$ cat config.mk
export PLATFORM = sky130hd
export DESIGN_NAME = baud_gen16
export DESIGN_NICKNAME = d
export VERILOG_FILES = /design/src/rtl/baud_gen_pkg.sv /design/src/rtl/baud_div_latch.sv /design/src/rtl/baud_prescale.sv /design/src/rtl/baud_div_core.sv /design/src/rtl/baud_gen16.sv
export SDC_FILE = /design/constraint.sdc
export NUM_CORES = 1
export LEC_CHECK = 0
export BUFFER_PORTS_ARGS = -buffer_cell sky130_fd_sc_hd__buf_2
export CORE_UTILIZATION = 40
export CTS_CLUSTER_SIZE = 30
export DETAILED_ROUTE_END_ITERATION = 8
export PLACE_DENSITY = 0.66
export SYNTH_ARGS = -nofsm -noshare
export SYNTH_HDL_FRONTEND = slang
export SYNTH_HIERARCHICAL = 1
export SYNTH_SLANG_ARGS = --single-unit
$ cat constraint.sdc
create_clock -name clk -period 3.51 [get_ports clk]
set_input_delay 0.351 -clock clk [delete_from_list [all_inputs] [get_ports clk]]
set_output_delay 0.351 -clock clk [all_outputs]
set_load 0.02 [all_outputs]
$ cat src/rtl/baud_gen_pkg.sv
package baud_gen_pkg;
    typedef enum logic {
        ST_HALT = 1'b0,
        ST_RUN  = 1'b1
    } core_state_t;

    // Ratio between the normal and the high-speed prescaler step.
    localparam int HS_FACTOR = 4;
endpackage

$ cat src/rtl/baud_div_latch.sv
module baud_div_latch #(
    parameter int BYTE_W = 8,
    parameter int DIV_W  = 2 * BYTE_W
) (
    input  logic              clk,
    input  logic              rst_n,
    input  logic              lo_we,
    input  logic              hi_we,
    input  logic [BYTE_W-1:0] wdata,
    input  logic              speed_in,
    output logic [DIV_W-1:0]  divisor,
    output logic              speed_q,
    output logic              reload
);
    always_ff @(posedge clk or negedge rst_n) begin
        if (!rst_n) begin
            divisor <= '0;
            speed_q <= 1'b0;
            reload  <= 1'b0;
        end else begin
            if (lo_we) divisor[BYTE_W-1:0]     <= wdata;
            if (hi_we) divisor[DIV_W-1:BYTE_W] <= wdata;
            speed_q <= speed_in;
            reload  <= lo_we | hi_we | (speed_in != speed_q);
        end
    end

    AST_WRITE_RELOADS: assert property (@(posedge clk) disable iff (!rst_n)
        (lo_we || hi_we) |=> reload);
    AST_LO_BYTE_ONLY: assert property (@(posedge clk) disable iff (!rst_n)
        (lo_we && !hi_we) |=> (divisor[BYTE_W-1:0] == $past(wdata)
                               && $stable(divisor[DIV_W-1:BYTE_W])));
endmodule

$ cat src/rtl/baud_prescale.sv
module baud_prescale
    import baud_gen_pkg::*;
#(
    parameter int PRESCALE = 8
) (
    input  logic clk,
    input  logic rst_n,
    input  logic reload,
    input  logic hs_mode,
    output logic base_tick
);
    localparam int HS_PRE = PRESCALE / HS_FACTOR;
    localparam int CNT_W  = (PRESCALE > 2) ? $clog2(PRESCALE) : 1;

    logic [CNT_W-1:0] pre_cnt;
    logic [CNT_W-1:0] limit;

    assign limit     = hs_mode ? CNT_W'(HS_PRE - 1) : CNT_W'(PRESCALE - 1);
    assign base_tick = (pre_cnt == limit);

    always_ff @(posedge clk or negedge rst_n) begin
        if (!rst_n)                   pre_cnt <= '0;
        else if (reload || base_tick) pre_cnt <= '0;
        else                          pre_cnt <= pre_cnt + 1'b1;
    end

    AST_BASE_SPACED: assert property (@(posedge clk) disable iff (!rst_n)
        (base_tick && !reload) |=> !base_tick);
endmodule

$ cat src/rtl/baud_div_core.sv
module baud_div_core
    import baud_gen_pkg::*;
#(
    parameter int DIV_W = 16
) (
    input  logic             clk,
    input  logic             rst_n,
    input  logic             reload,
    input  logic             base_tick,
    input  logic [DIV_W-1:0] eff_div,
    output logic             tick16
);
    core_state_t      state, state_n;
    logic [DIV_W-1:0] cnt, cnt_n;
    logic             tick_n;

    // State and count register.
    always_ff @(posedge clk or negedge rst_n) begin
        if (!rst_n) begin
            state <= ST_HALT;
            cnt   <= '0;
        end else begin
            state <= state_n;
            cnt   <= cnt_n;
        end
    end

    // Next state, next count, next output.
    always_comb begin
        state_n = state;
        cnt_n   = cnt;
        tick_n  = 1'b0;
        if (reload) begin
            if (eff_div == '0) begin
                state_n = ST_HALT;
                cnt_n   = '0;
            end else begin
                state_n = ST_RUN;
                cnt_n   = eff_div - 1'b1;
            end
        end else begin
            unique case (state)
                ST_HALT: begin
                    cnt_n = '0;
                end
                ST_RUN: begin
                    if (base_tick) begin
                        if (cnt == '0) begin
                            tick_n = 1'b1;
                            cnt_n  = eff_div - 1'b1;
                        end else begin
                            cnt_n = cnt - 1'b1;
                        end
                    end
                end
                default: state_n = ST_HALT;
            endcase
        end
    end

    // Output register.
    always_ff @(posedge clk or negedge rst_n) begin
        if (!rst_n) tick16 <= 1'b0;
        else        tick16 <= tick_n;
    end

    AST_HALT_SILENT: assert property (@(posedge clk) disable iff (!rst_n)
        (state == ST_HALT) |-> !tick16);
    AST_RELOAD_MUTES: assert property (@(posedge clk) disable iff (!rst_n)
        reload |=> !tick16);
    AST_PULSE_SINGLE: assert property (@(posedge clk) disable iff (!rst_n)
        tick16 |=> !tick16);
endmodule

$ cat src/rtl/baud_gen16.sv
module baud_gen16
    import baud_gen_pkg::*;
#(
    parameter int PRESCALE = 8,
    parameter int BYTE_W   = 8
) (
    input  logic              clk,
    input  logic              rst_n,
    input  logic              div_lo_we,
    input  logic              div_hi_we,
    input  logic [BYTE_W-1:0] div_wdata,
    input  logic              speed_sel,
    output logic              tick16
);
    localparam int DIV_W = 2 * BYTE_W;

    logic [DIV_W-1:0] divisor;
    logic [DIV_W-1:0] eff_div;
    logic             speed_q;
    logic             reload;
    logic             hs_mode;
    logic             base_tick;

    baud_div_latch #(.BYTE_W(BYTE_W), .DIV_W(DIV_W)) u_latch (
        .clk      (clk),
        .rst_n    (rst_n),
        .lo_we    (div_lo_we),
        .hi_we    (div_hi_we),
        .wdata    (div_wdata),
        .speed_in (speed_sel),
        .divisor  (divisor),
        .speed_q  (speed_q),
        .reload   (reload)
    );

    assign hs_mode = speed_q & divisor[DIV_W-1];
    assign eff_div = hs_mode ? {1'b0, divisor[DIV_W-2:0]} : divisor;

    baud_prescale #(.PRESCALE(PRESCALE)) u_pre (
        .clk       (clk),
        .rst_n     (rst_n),
        .reload    (reload),
        .hs_mode   (hs_mode),
        .base_tick (base_tick)
    );

    baud_div_core #(.DIV_W(DIV_W)) u_core (
        .clk       (clk),
        .rst_n     (rst_n),
        .reload    (reload),
        .base_tick (base_tick),
        .eff_div   (eff_div),
        .tick16    (tick16)
    );

    AST_SPEED_IGNORED: assert property (@(posedge clk) disable iff (!rst_n)
        !divisor[DIV_W-1] |-> (eff_div == divisor));
endmodule

* Word level (Yosys, flattened, before mapping) *
Cells that the tools add are included.

operators by class
  eq/ne operators = 3
  bitwise operators = 4
  $add $sub $neg = 3
  reduce and logical (&&, ||, !) cells = 3
  multiplexer cells = 13

operators by type and width
  kind                                                count
  two-way mux 16 bit                                  5
  zero test 16 bit                                    2
  case mux 16 bit (2 select lines)                    1
  subtractor 16 x 1 -> 16 bit, second input constant  2
  two-way mux 3 bit                                   2
  two-way mux 1 bit                                   5
  adder 3 x 1 -> 3 bit, second input constant         1
  equality test 3 bit                                 1
  != test 3 bit, second input constant                1
  OR 1 bit                                            2
  AND 1 bit                                           1
  logical OR 1 bit                                    1
  != test 1 bit                                       1
  inverter 1 bit                                      1

storage, ports and cells
  input port bits = 13
  output and inout bits = 1
  word-level logic and storage cells = 34
  flip-flop bits (word level) = 39

* Logic depth before layout (Yosys ltp) *
Gate-level depths: netlist of the first run.

  depth after elaboration = 7
  gate-level depth with buffers = 10
  depth with buffers taken out = 8

* Modules after synthesis *
Netlist of the first run, hierarchy kept.

by module, submodules not included
  module          instances  cells each  area each (um2)  seq. area each (um2)
  baud_div_core   1          172         1492.7           450.4
  baud_div_latch  1          38          664.4            450.4
  baud_prescale   1          11          161.4            75.1
  baud_gen16      1          2           16.3             0.0

* Worst setup path after synthesis of the first run *
No wires, ideal clock.

  path type = reg2reg
  from = register u_core.cnt[0]
  to = register u_core.cnt[12]
  slack = 1.457 ns
  cell stages (with the launch flop) = 9
  data arrival time = 1.933 ns
  data required time = 3.390 ns
  cell sequence = dfrtp_1 -> inv_1 -> ha_1 -> nor3b_1 -> nand2_1 -> nor4_1 -> xnor2_1 -> o22ai_1 -> a31o_2

on the way
  word-level cells in the longest chain between the ends = 5
  elaborated cells on any way between the ends = 6
  classes of those cells = 1 x add/sub; 4 x mux; 1 x reduce/logical

RTL lines
  element                                                                 line                                      source
  start, declared                                                         baud_div_core.sv:14                       logic [DIV_W-1:0] cnt, cnt_n;
  start signal, assigned                                                  baud_div_core.sv:24                       cnt <= cnt_n;
  subtractor 16 x 1 -> 16 bit / zero test 16 bit (equally long branches)  baud_div_core.sv:52, baud_div_core.sv:48
  two-way mux 16 bit (*)                                                  baud_div_core.sv:48                       if (cnt == '0) begin
  two-way mux 16 bit (*)                                                  baud_div_core.sv:47                       if (base_tick) begin
  case mux 16 bit (2 select lines) (*)                                    baud_div_core.sv:42                       unique case (state)
  two-way mux 16 bit (*)                                                  baud_div_core.sv:33                       if (reload) begin

Every way passes the cells marked *; elsewhere a longest branch is shown, timed or not. The select of a mux whose other input is x is not followed.
A chain may end at the register's enable or synchronous reset.

* Worst setup path after layout of the first run *
  from = register u_core.cnt[0]
  to = register u_core.cnt[10]

The elaborated chain is that of the path after synthesis.

==> results of run 1 <==
==> critical path: stages (launching register included) <==
cell	delay, ps
dfrtp_1	420
inv_1	100
ha_1	150
nor4b_1	280
and4_1	400
and3_2	240
or2_1	330
a22oi_1	180
nand2_1	90
==> cell usage after synthesis, types with 2 or more instances <==
cell,n,area [sq um]
a22o_1,2,17.5
nor4_1,3,18.8
nand2_1,19,71.3
xnor2_1,11,96.3
and2_1,3,18.8
inv_1,5,18.8
buf_6,3,33.8
a221o_1,3,30.0
nand2b_1,3,18.8
nor2_1,12,45.0
mux2_2,16,180
nor4b_1,2,17.5
and2_2,2,15.0
o21ai_0,11,55.1
or3_1,5,31.3
nand3_1,6,30.0
dfrtp_1,39,976
buf_2,2,10.0
nor3_1,8,40.0
a31o_2,2,17.5
and2b_2,4,35.0
nor4_2,3,37.5
ha_1,5,62.6
a22oi_1,2,15.0
o22ai_1,4,25.0
a21oi_1,7,35.0
xor2_1,8,70.1
o221ai_1,2,17.5
a21boi_0,2,15.0
nand4b_1,2,17.5
or2_1,2,12.5
==> layout make-up <==
class	instances	area [sq um]	share of cell area (%)
well taps	72	90.1	3.58
multi-input cells	170	1250	49.5
clock buffers	6	82.6	3.28
flip-flops and latches	39	976	38.7
repair buffers	16	87.6	3.48
inverters	5	18.8	0.745
clock inverters	2	16.3	0.646
==> power by group through the flow <==
stage	logic (mW)	registers, mW	clock network [mW]
2_1_floorplan	0.166	0.558	0
3_3_place_gp	0.204	0.581	0
3_5_place_dp	0.205	0.582	0
5_1_grt	0.229	0.584	0.363
6_report	0.205	0.573	0.332
4_1_cts	0.206	0.573	0.342
==> cell families (layout without fill, tap and decap cells) <==
| kind of cell | after synthesis | count (layout) |
|---|---|---|
| compound gates | 42 | 42 |
| fa+ha+maj | 5 | 5 |
| mux | 16 | 16 |
| simple gates | 88 | 88 |
| flops | 39 | 39 |
| buf+inv | 14 | 29 |
| xor+xnor | 19 | 19 |
==> cell usage in the layout, fill, tap and decap left out, types with 3 or more instances in the layout <==
| cell | netlist | routed |
|---|---|---|
| a21oi_1 | 7 | 7 |
| a221o_1 | 3 | 3 |
| and2_1 | 3 | 3 |
| and2b_2 | 4 | 4 |
| buf_2 | 2 | 13 |
| buf_4 | 1 | 3 |
| clkbuf_8 | 0 | 6 |
| dfrtp_1 | 39 | 39 |
| ha_1 | 5 | 5 |
| inv_1 | 5 | 5 |
| mux2_2 | 16 | 16 |
| nand2_1 | 19 | 19 |
| nand2b_1 | 3 | 3 |
| nand3_1 | 6 | 6 |
| nor2_1 | 12 | 12 |
| nor3_1 | 8 | 8 |
| nor4_1 | 3 | 3 |
| nor4_2 | 3 | 3 |
| o21ai_0 | 11 | 11 |
| o22ai_1 | 4 | 4 |
| or3_1 | 5 | 5 |
| xnor2_1 | 11 | 11 |
| xor2_1 | 8 | 8 |
==> metrics by stage <==
stage | power [mW] | setup slack (ps) | area (sq um) | util [%]
detailed placement | 0.787 | 1310 | 2420 | 43.4
CTS | 1.12 | 1300 | 2520 | 45.2
global route | 1.18 | 1040 | 2520 | 45.2
floorplan | 0.724 | 1460 | 2330 | -
global placement | 0.784 | 1330 | 2420 | 43.4
finish | 1.11 | 1260 | 2520 | 45.2
==> state kept, by name (all words and copies together), names as in the netlist <==
register / count
u_latch/speed_q: 1
u_core/tick16: 1
u_latch/reload: 1
u_core/state: 1
u_pre/pre_cnt: 3
u_core/cnt: 16
u_latch/divisor: 16
==> worst max-delay path by stage <==
| stage | startpoint | endpoint | slack, ps | cells past startpoint |
|---|---|---|---|---|
| 6_report | u_core/cnt[0] | u_core/cnt[10] | 1260 | 8 |
| 5_1_grt | u_core/cnt[0] | u_core/cnt[8] | 1040 | 8 |
| 4_1_cts | u_core/cnt[0] | u_core/cnt[8] | 1300 | 8 |
| 3_5_place_dp | u_core/cnt[0] | u_core/cnt[8] | 1310 | 8 |
| 3_3_place_gp | u_core/cnt[0] | u_core/cnt[8] | 1330 | 8 |
| 2_1_floorplan | u_core/cnt[0] | u_core/cnt[12] | 1460 | 8 |
==> metal layers <==
layer | vias to the layer above | global-route usage (%) | wire length (microns)
met3 | 5 | 4.53 | 189
met4 | 0 | 5.56 | 39
met5 | - | 0 | 0
li1 | 845 | - | -
met1 | 847 | 24.8 | 2340
met2 | 37 | 24.9 | 2160
==> impl_metrics.yaml, run 1 <==
routing:
  drtIter0Drc: 155
  drc: 0
  firstDrtPassIters: 4
  ant_nets: 0
  vias: 1734
  via_per_inst: 5.59
  wirelength_microns: 4730
  wl_per_cell_microns: 15.3
die:
  die-area_sq_um: 6150
  initial_core_util_pct: 41.9
  rows: 27
  fp.dieW_microns: 78.4
  die_h_microns: 78.4
  ioPinCount: 14
  core_sq_um: 5570
timing:
  fmax_mhz: 445
  whs_ps: 161
  fin_skew_ps: 5.74
  timing.final.crit_share_pct: 64.1
  slew_headroom_pct: 42.6
  min_period_ps: 2250
  finalSetupTns_ps: 0
  worstMarginPinSlew_ps: 862
  slew_viol_final: 0
  hold_viol_final: 0
  setup-violations-final: 0
  rsz0062_at_grt: "false"
synth:
  yosys-mux-area-fraction_pct: 7.72
  synth_compound_area_share_pct: 12.3
  ys_ff_latch: 39
  synth_edf_count: 0
  synth_fa_ha_area_share_pct: 2.68
  synth-seq-area-share_pct: 41.8
  yosys.area_share.simple_pct: 23.6
  avgSynthCellArea_sq_um: 10.5
  yosys_warnings: 6
  synthCells: 223
  synth_async_sr_flop_share_pct: 100
  synthesis.area_sq_um: 2330
  synth_fp_nets: 241
  ys.flop_type: "dfrtp_1"
  synth_cell_type_count: 56
  synth_xor_area_share_pct: 7.13
  synth_top_family_by_area: "simple AND/OR/NAND/NOR gates"
outcome:
  status: "complete, no violations"
critical_path:
  start_kind: "flop"
  ff2ff_setup_slack_ps: 1260
  critPathMaxFanout: 10
  r2r_start: "u_core/cnt[0]"
  required_ps: 3750
  r2r-end: "u_core/cnt[10]"
  r2r_cells: 8
  arrival_ps: 2490
  path_class: "reg2reg"
  cp-end-kind: "flop"
final_layout:
  final_nets: 255
  drive_gt1_share_pct: 24.8
  area_growth_pct: 7.88
  fillers: 563
  fin_cells: 310
  antennaDiodeCount: 0
cts:
  post-cts-setup-buffers: 0
  clk_pin_slew_ps: 80
  cts_root_buf: "clkbuf_8"
  postCtsHoldBufs: 0
  cts_resized: 0
  htreeDepth: 2
  clock-sinks: 39
  cts_tree: "built"
  numCtsBuffers: 5
  insertion_delay_ps: 300
  ctsLongestPathBuffers: 2
power:
  peakVddDrop_mv: 0.289
  power_density_nw_per_um2: 441
  clock_power_share_pct: 29.9
  power.share.switching_pct: 31.1
  leakagePower_nw: 1.02
  intPower_mw: 0.765
  p_seq_share_pct: 51.6
  switchingPower_mw: 0.345
  p_comb_share_pct: 18.5
grt:
  antenna_found_initial: 0
  grt_overflow_total: 0
  grt_pass1_vias: 1623
  grt_pass1_wl_microns: 8120
  grt_util_all_layers_pct: 17.2
  grt_max_degree: 40
run:
  max_cap_viol_count: 0
hold_path:
  hp-class: "in2async"
place:
  placed_cells: 302
  io_buffers: 13
  dp_hpwl_microns: 3470
  place_congestion: 0.811
Note: power is estimated with default switching activity, not from simulation.
==> run 2: changes to the inputs <==
--- a/config.mk
+++ b/config.mk
@@ -5,11 +5,12 @@
 export SDC_FILE = /design/constraint.sdc
 export NUM_CORES = 1
 export LEC_CHECK = 0
+export ABC_AREA = 1
 export BUFFER_PORTS_ARGS = -buffer_cell sky130_fd_sc_hd__buf_2
 export CORE_UTILIZATION = 40
 export CTS_CLUSTER_SIZE = 30
 export DETAILED_ROUTE_END_ITERATION = 8
-export PLACE_DENSITY = 0.66
+export PLACE_DENSITY = 0.68
 export SYNTH_ARGS = -nofsm -noshare
 export SYNTH_HDL_FRONTEND = slang
 export SYNTH_HIERARCHICAL = 1
==> constraint.sdc (replaced) <==
create_clock -name clk -period 2 [get_ports clk]
set_input_delay 0.2 -clock clk [delete_from_list [all_inputs] [get_ports clk]]
set_output_delay 0.2 -clock clk [all_outputs]
set_load 0.02 [all_outputs]
==> run 2 against run 1 <==
Wire length is 25% higher. Global-route usage is 0.92 points higher. Flip-flop and latch count is the same. Sequential power is 72% higher. Final cell count increased by 61%. Non-clock buffer count unchanged. Register-to-register slack worse by 1000 ps. Final area up 18%. Critical endpoint is now u_core/cnt[8]. Maximum frequency is 27% higher. Combinational power is 150% higher.
==> impl_metrics.yaml, run 2 <==
die:
  die-area_sq_um: 7160
  rows: 29
  die_h_microns: 84.6
  fp.dieW_microns: 84.6
  ioPinCount: 14
  core_sq_um: 6460
  initial_core_util_pct: 42.3
routing:
  firstDrtPassIters: 4
  wirelength_microns: 5930
  drc: 0
  via_per_inst: 4.95
  wl_per_cell_microns: 11.9
  vias: 2471
  ant_nets: 0
  highest-signal-layer: "met4"
  met2_length_microns: 2730
  wl_met3_microns: 232
  drt-met1-wl_microns: 2860
  drtIter0Drc: 174
critical_path:
  arrival_ps: 1960
  cp-end-kind: "flop"
  start_kind: "flop"
  required_ps: 2200
  critPathMaxFanout: 23
  path_class: "reg2reg"
timing:
  slew_headroom_pct: 74.6
  fmax_mhz: 565
  timing.final.crit_share_pct: 88.4
  rsz0062_at_grt: "false"
  hold_viol_final: 0
  finalWorstSetupSlack_ps: 231
  min_period_ps: 1770
  setup-violations-final: 0
  slew_viol_final: 0
  fin_skew_ps: 2.78
  worstMarginPinSlew_ps: 380
  finalSetupTns_ps: 0
grt:
  grt_util_all_layers_pct: 18.1
  grt_max_degree: 24
  grt_pass1_wl_microns: 10300
  grt_pass1_vias: 2236
  grt_overflow_total: 0
  antenna_found_initial: 0
final_layout:
  fillers: 682
  fin_area_sq_um: 2980
  finish.utilization_pct: 46.1
  final_common_cell: "nand2_1"
  area_growth_pct: 8.93
  final_nets: 439
  seq_area_sq_um: 976
  antennaDiodeCount: 0
  top_regs: "u_core/cnt (16), u_latch/divisor (16), u_pre/pre_cnt (3)"
  drive_gt1_share_pct: 14.0
  multiInputGateArea_sq_um: 1430
  final_cell_mix: "nand2_1, inv_1, nor2_1"
power:
  leakagePower_nw: 1.56
  p_total_mw: 2.16
  peakVddDrop_mv: 0.426
  power_density_nw_per_um2: 726
cts:
  post-cts-setup-buffers: 0
  cts_root_buf: "clkbuf_8"
  insertion_delay_ps: 300
  clock-sinks: 39
  ctsLongestPathBuffers: 2
  htreeDepth: 2
  numCtsBuffers: 5
  cts_tree: "built"
  clk_pin_slew_ps: 80
synth:
  synth_area_leaders: "dfrtp_1, nand2_1, inv_1, nor2_1, nand3_1"
  yosys_warnings: 6
  ys_top_cells_by_count: "nand2_1, inv_1, nor2_1, dfrtp_1, nand3_1"
  synth_async_sr_flop_share_pct: 100
  synthesis.area_sq_um: 2730
  ys_ff_latch: 39
  synth-seq-area-share_pct: 35.7
  synthCells: 404
  synth.top_cell.area_share_pct: 35.7
  ys.flop_type: "dfrtp_1"
  synth.most_common_cell: "nand2_1"
  synth_fp_nets: 422
  synth_edf_count: 0
  synth_cell_type_count: 29
  avgSynthCellArea_sq_um: 6.76
  yosysTopAreaCell: "dfrtp_1"
place:
  dp_hpwl_microns: 4600
  io_buffers: 13
  post-place-ws_ps: 256
  place_congestion: 0.822
  dpl_cell_area_sq_um: 2850
run:
  max_cap_viol_count: 0
hold_path:
  hp-class: "in2reg"
outcome:
  status: "complete, no violations"
run 2: cell types whose count changed after synthesis, sizes merged, moves of 7 or more:
cell and delta:
nand2 +101, inv +67, nor2 +57, nand3 +33, mux2 -16, o21ai +15, nor3 -8, xnor2 -8
nor4 -7
run 2: worst max-delay path, stage by stage, from the launching register on:
cell and delay [ps]:
dfrtp_1 410, nand2_1 80, inv_1 50, inv_1 40
nand2_1 40, nand2_1 60, nand3_2 70, inv_1 60
inv_1 70, nand2_4 220, inv_1 250, nor2_1 140
nand2_1 60, nand3_1 70, nand2_1 50
run 2: kinds of logic (layout without fill, tap and decap cells):
group                    Yosys count  count (layout)  synth area share, %
AND/OR/NAND/NOR                  232             232                 38.3
XOR/XNOR                           7               7                 2.24
adder cells (fa/ha/maj)            5               5                 2.29
buffers and inverters             78              96                 11.9
flip-flops                        39              39                 35.7
AO/OA/AOI/OAI                     43              43                 9.57
run 2: power by group:
group,internal (mW),leakage (nW),switching [mW]
clock,0.371,0.0581,0.297
combinational,0.179,1.03,0.329
sequential,0.875,0.475,0.108
run 2: per-layer routing:
layer / GRT usage (%) / up-vias
li1: - / 1271
met1: 25.4 / 1130
met2: 27.8 / 60
met3: 3.15 / 10
met4: 7.55 / 0
met5: 0 / -
run 2: repair_timing:
action | CTS | global route
hold endpoints to repair | 19 | 0
gates resized for setup | 0 | 0
hold buffers | 1 | 0
run 2: cell type report:
cell class                      count  area share [%]
Inverter                           72            9.08
Clock inverter                      3            1.47
Clock buffer                        5            2.31
Sequential cell                    39            32.8
Timing Repair Buffer               16            3.03
Tap cell                           77            3.24
Multi-Input combinational cell    287            48.1
run 2: per-stage QoR:
stage                     instances  hold WS, ps
after floorplan                 404        -95.6
after global placement          490         43.9
after detailed placement        490         44.7
after CTS                       499         26.5
after global routing            499         24.3
final                           499         32.1
run 2: worst paths after layout:
kind                                   from                 end  slack (ps)  depth (start not counted)
min in group asynchronous             rst_n      u_core/cnt[11]         260                          2
max in group asynchronous             rst_n  u_latch/divisor[9]        1250                          3
min reg2reg                u_pre/pre_cnt[0]    u_pre/pre_cnt[0]         490                          1
min                               speed_sel     u_latch/speed_q          30                          1
max                         u_latch/speed_q       u_core/cnt[8]         230                         14
max reg2reg                 u_latch/speed_q       u_core/cnt[8]         230                         14
==> run 3: changes to the inputs <==
--- a/config.mk
+++ b/config.mk
@@ -7,10 +7,12 @@
 export LEC_CHECK = 0
 export ABC_AREA = 1
 export BUFFER_PORTS_ARGS = -buffer_cell sky130_fd_sc_hd__buf_2
+export CELL_PAD_IN_SITES_DETAIL_PLACEMENT = 1
+export CELL_PAD_IN_SITES_GLOBAL_PLACEMENT = 1
 export CORE_UTILIZATION = 40
 export CTS_CLUSTER_SIZE = 30
 export DETAILED_ROUTE_END_ITERATION = 8
-export PLACE_DENSITY = 0.68
+export PLACE_DENSITY = 0.86
 export SYNTH_ARGS = -nofsm -noshare
 export SYNTH_HDL_FRONTEND = slang
 export SYNTH_HIERARCHICAL = 1
==> run 3 against run 2 <==
First-iteration DRC count shrank 41%. Clock power decreased by 19%. Final cell count unchanged. Global-route usage up 4.2 points. Combinational power grew 4%. Register-to-register slack worse by 50 ps.
==> impl_metrics.yaml, run 3 (synthesis results as in run 2) <==
critical_path:
  max_stage_delay_ps: 420
  critPathMaxFanout: 20
  critPathSlowestCell: "dfrtp_1"
  arrival_ps: 2010
  crit_chain: "nand2_1 -> inv_1 -> inv_1 -> nand2_1 -> nand2_1 -> nand3_2 -> inv_1 -> inv_1 -> nand2_4 -> inv_1 -> nor2_1 -> nand2_1 -> nand3_1 -> nand2_1"
  cp-end-kind: "flop"
  required_ps: 2190
  path_buf_inv: 5
  path_class: "reg2reg"
  start_kind: "flop"
  path_delay_family: "simple AND/OR/NAND/NOR gates"
timing:
  slew_headroom_pct: 67.1
  whs_ps: 48.7
  finalWorstSetupSlack_ps: 180
  rsz0062_at_grt: "false"
  min_period_ps: 1820
  setup-violations-final: 0
  finalSetupTns_ps: 0
  fmax_mhz: 549
  slew_viol_final: 0
  hold_viol_final: 0
  worstMarginPinSlew_ps: 494
  fin_skew_ps: 4.86
  timing.final.crit_share_pct: 91.0
routing:
  wl_per_cell_microns: 14.1
  wirelength_microns: 7060
  highest-signal-layer: "met4"
  drc: 0
  ant_nets: 0
  via_per_inst: 4.95
  vias: 2471
  met2_length_microns: 3490
  drtIter0Drc: 102
  wl_met3_microns: 160
  drt-met1-wl_microns: 3330
  firstDrtPassIters: 4
cts:
  insertion_delay_ps: 290
  clock-sinks: 39
  numCtsBuffers: 5
  htreeDepth: 2
  clk_pin_slew_ps: 80
  cts_tree: "built"
  cts_root_buf: "clkbuf_8"
  ctsLongestPathBuffers: 2
final_layout:
  final_cell_mix: "nand2_1, inv_1, nor2_1"
  final_nets: 439
  antennaDiodeCount: 0
  area_growth_pct: 8.25
  top_regs: "u_core/cnt (16), u_latch/divisor (16), u_pre/pre_cnt (3)"
  drive_gt1_share_pct: 13.5
  fillers: 885
  final_common_cell: "nand2_1"
grt:
  grt_max_degree: 23
  antenna_found_initial: 0
  grt_pass1_wl_microns: 12600
  grt_util_all_layers_pct: 22.3
  grt_overflow_total: 0
  grt_pass1_vias: 2660
place:
  place_congestion: 0.772
  io_buffers: 13
  dp_hpwl_microns: 5660
  post-place-ws_ps: 165
power:
  leakagePower_nw: 1.55
  power_density_nw_per_um2: 695
  peakVddDrop_mv: 0.436
die:
  initial_core_util_pct: 42.3
  ioPinCount: 14
  die-area_sq_um: 7160
  rows: 29
  fp.dieW_microns: 84.6
  die_h_microns: 84.6
  core_sq_um: 6460
outcome:
  status: "complete, no violations"
run:
  max_cap_viol_count: 0
hold_path:
  hp-class: "in2reg"
run 3: worst paths after layout:
path	slack (ps)	startpoint	end	cells after the start
setup / recovery	180	u_latch/speed_q	u_core/cnt[8]	14
hold / removal	50	speed_sel	u_latch/speed_q	1
setup reg to reg	180	u_latch/speed_q	u_core/cnt[8]	14
hold reg to reg	510	u_pre/pre_cnt[0]	u_pre/pre_cnt[0]	1
max in group asynchronous	1120	rst_n	u_latch/divisor[10]	3
min in group asynchronous	400	rst_n	u_core/cnt[13]	2
run 3: per-stage QoR:
step           instance area [sq um]  utilization [%]  std cells  total power, mW
2_1_floorplan                   2730                -        404             1.37
3_3_place_gp                    2870             44.4        490             1.50
3_5_place_dp                    2870             44.4        490             1.53
4_1_cts                         2960             45.8        499             2.08
5_1_grt                         2960             45.8        499             2.19
6_report                        2960             45.8        499             2.05
run 3: timing repair:
item                      4_1_cts  5_1_grt
hold endpoints to repair       17        0
hold buffers                    1        0
gates resized for setup         0        0
setup buffers                   0        0
run 3: power by group:
group	switching (mW)	internal (mW)	leakage [nW]	total, mW
registers	0.112	0.875	0.475	0.988
clock network	0.293	0.245	0.0422	0.539
logic	0.345	0.183	1.03	0.527
total	0.750	1.30	1.55	2.05
run 3: layer usage:
metal  vias up  GRT usage [%]
li1       1272              -
met1      1167           28.8
met2        26           39.6
met3         6           2.95
met4         0           5.24
met5         -              0
run 3: area by class of cell:
class | instances | area, sq um | share of cell area (%)
sequential | 39 | 976 | 33.0
multi-input combinational | 287 | 1430 | 48.4
timing repair buffer | 16 | 103 | 3.47
tap | 77 | 96.3 | 3.26
inverter | 72 | 270 | 9.14
clock inverter | 1 | 5.00 | 0.169
clock buffer | 7 | 76.3 | 2.58
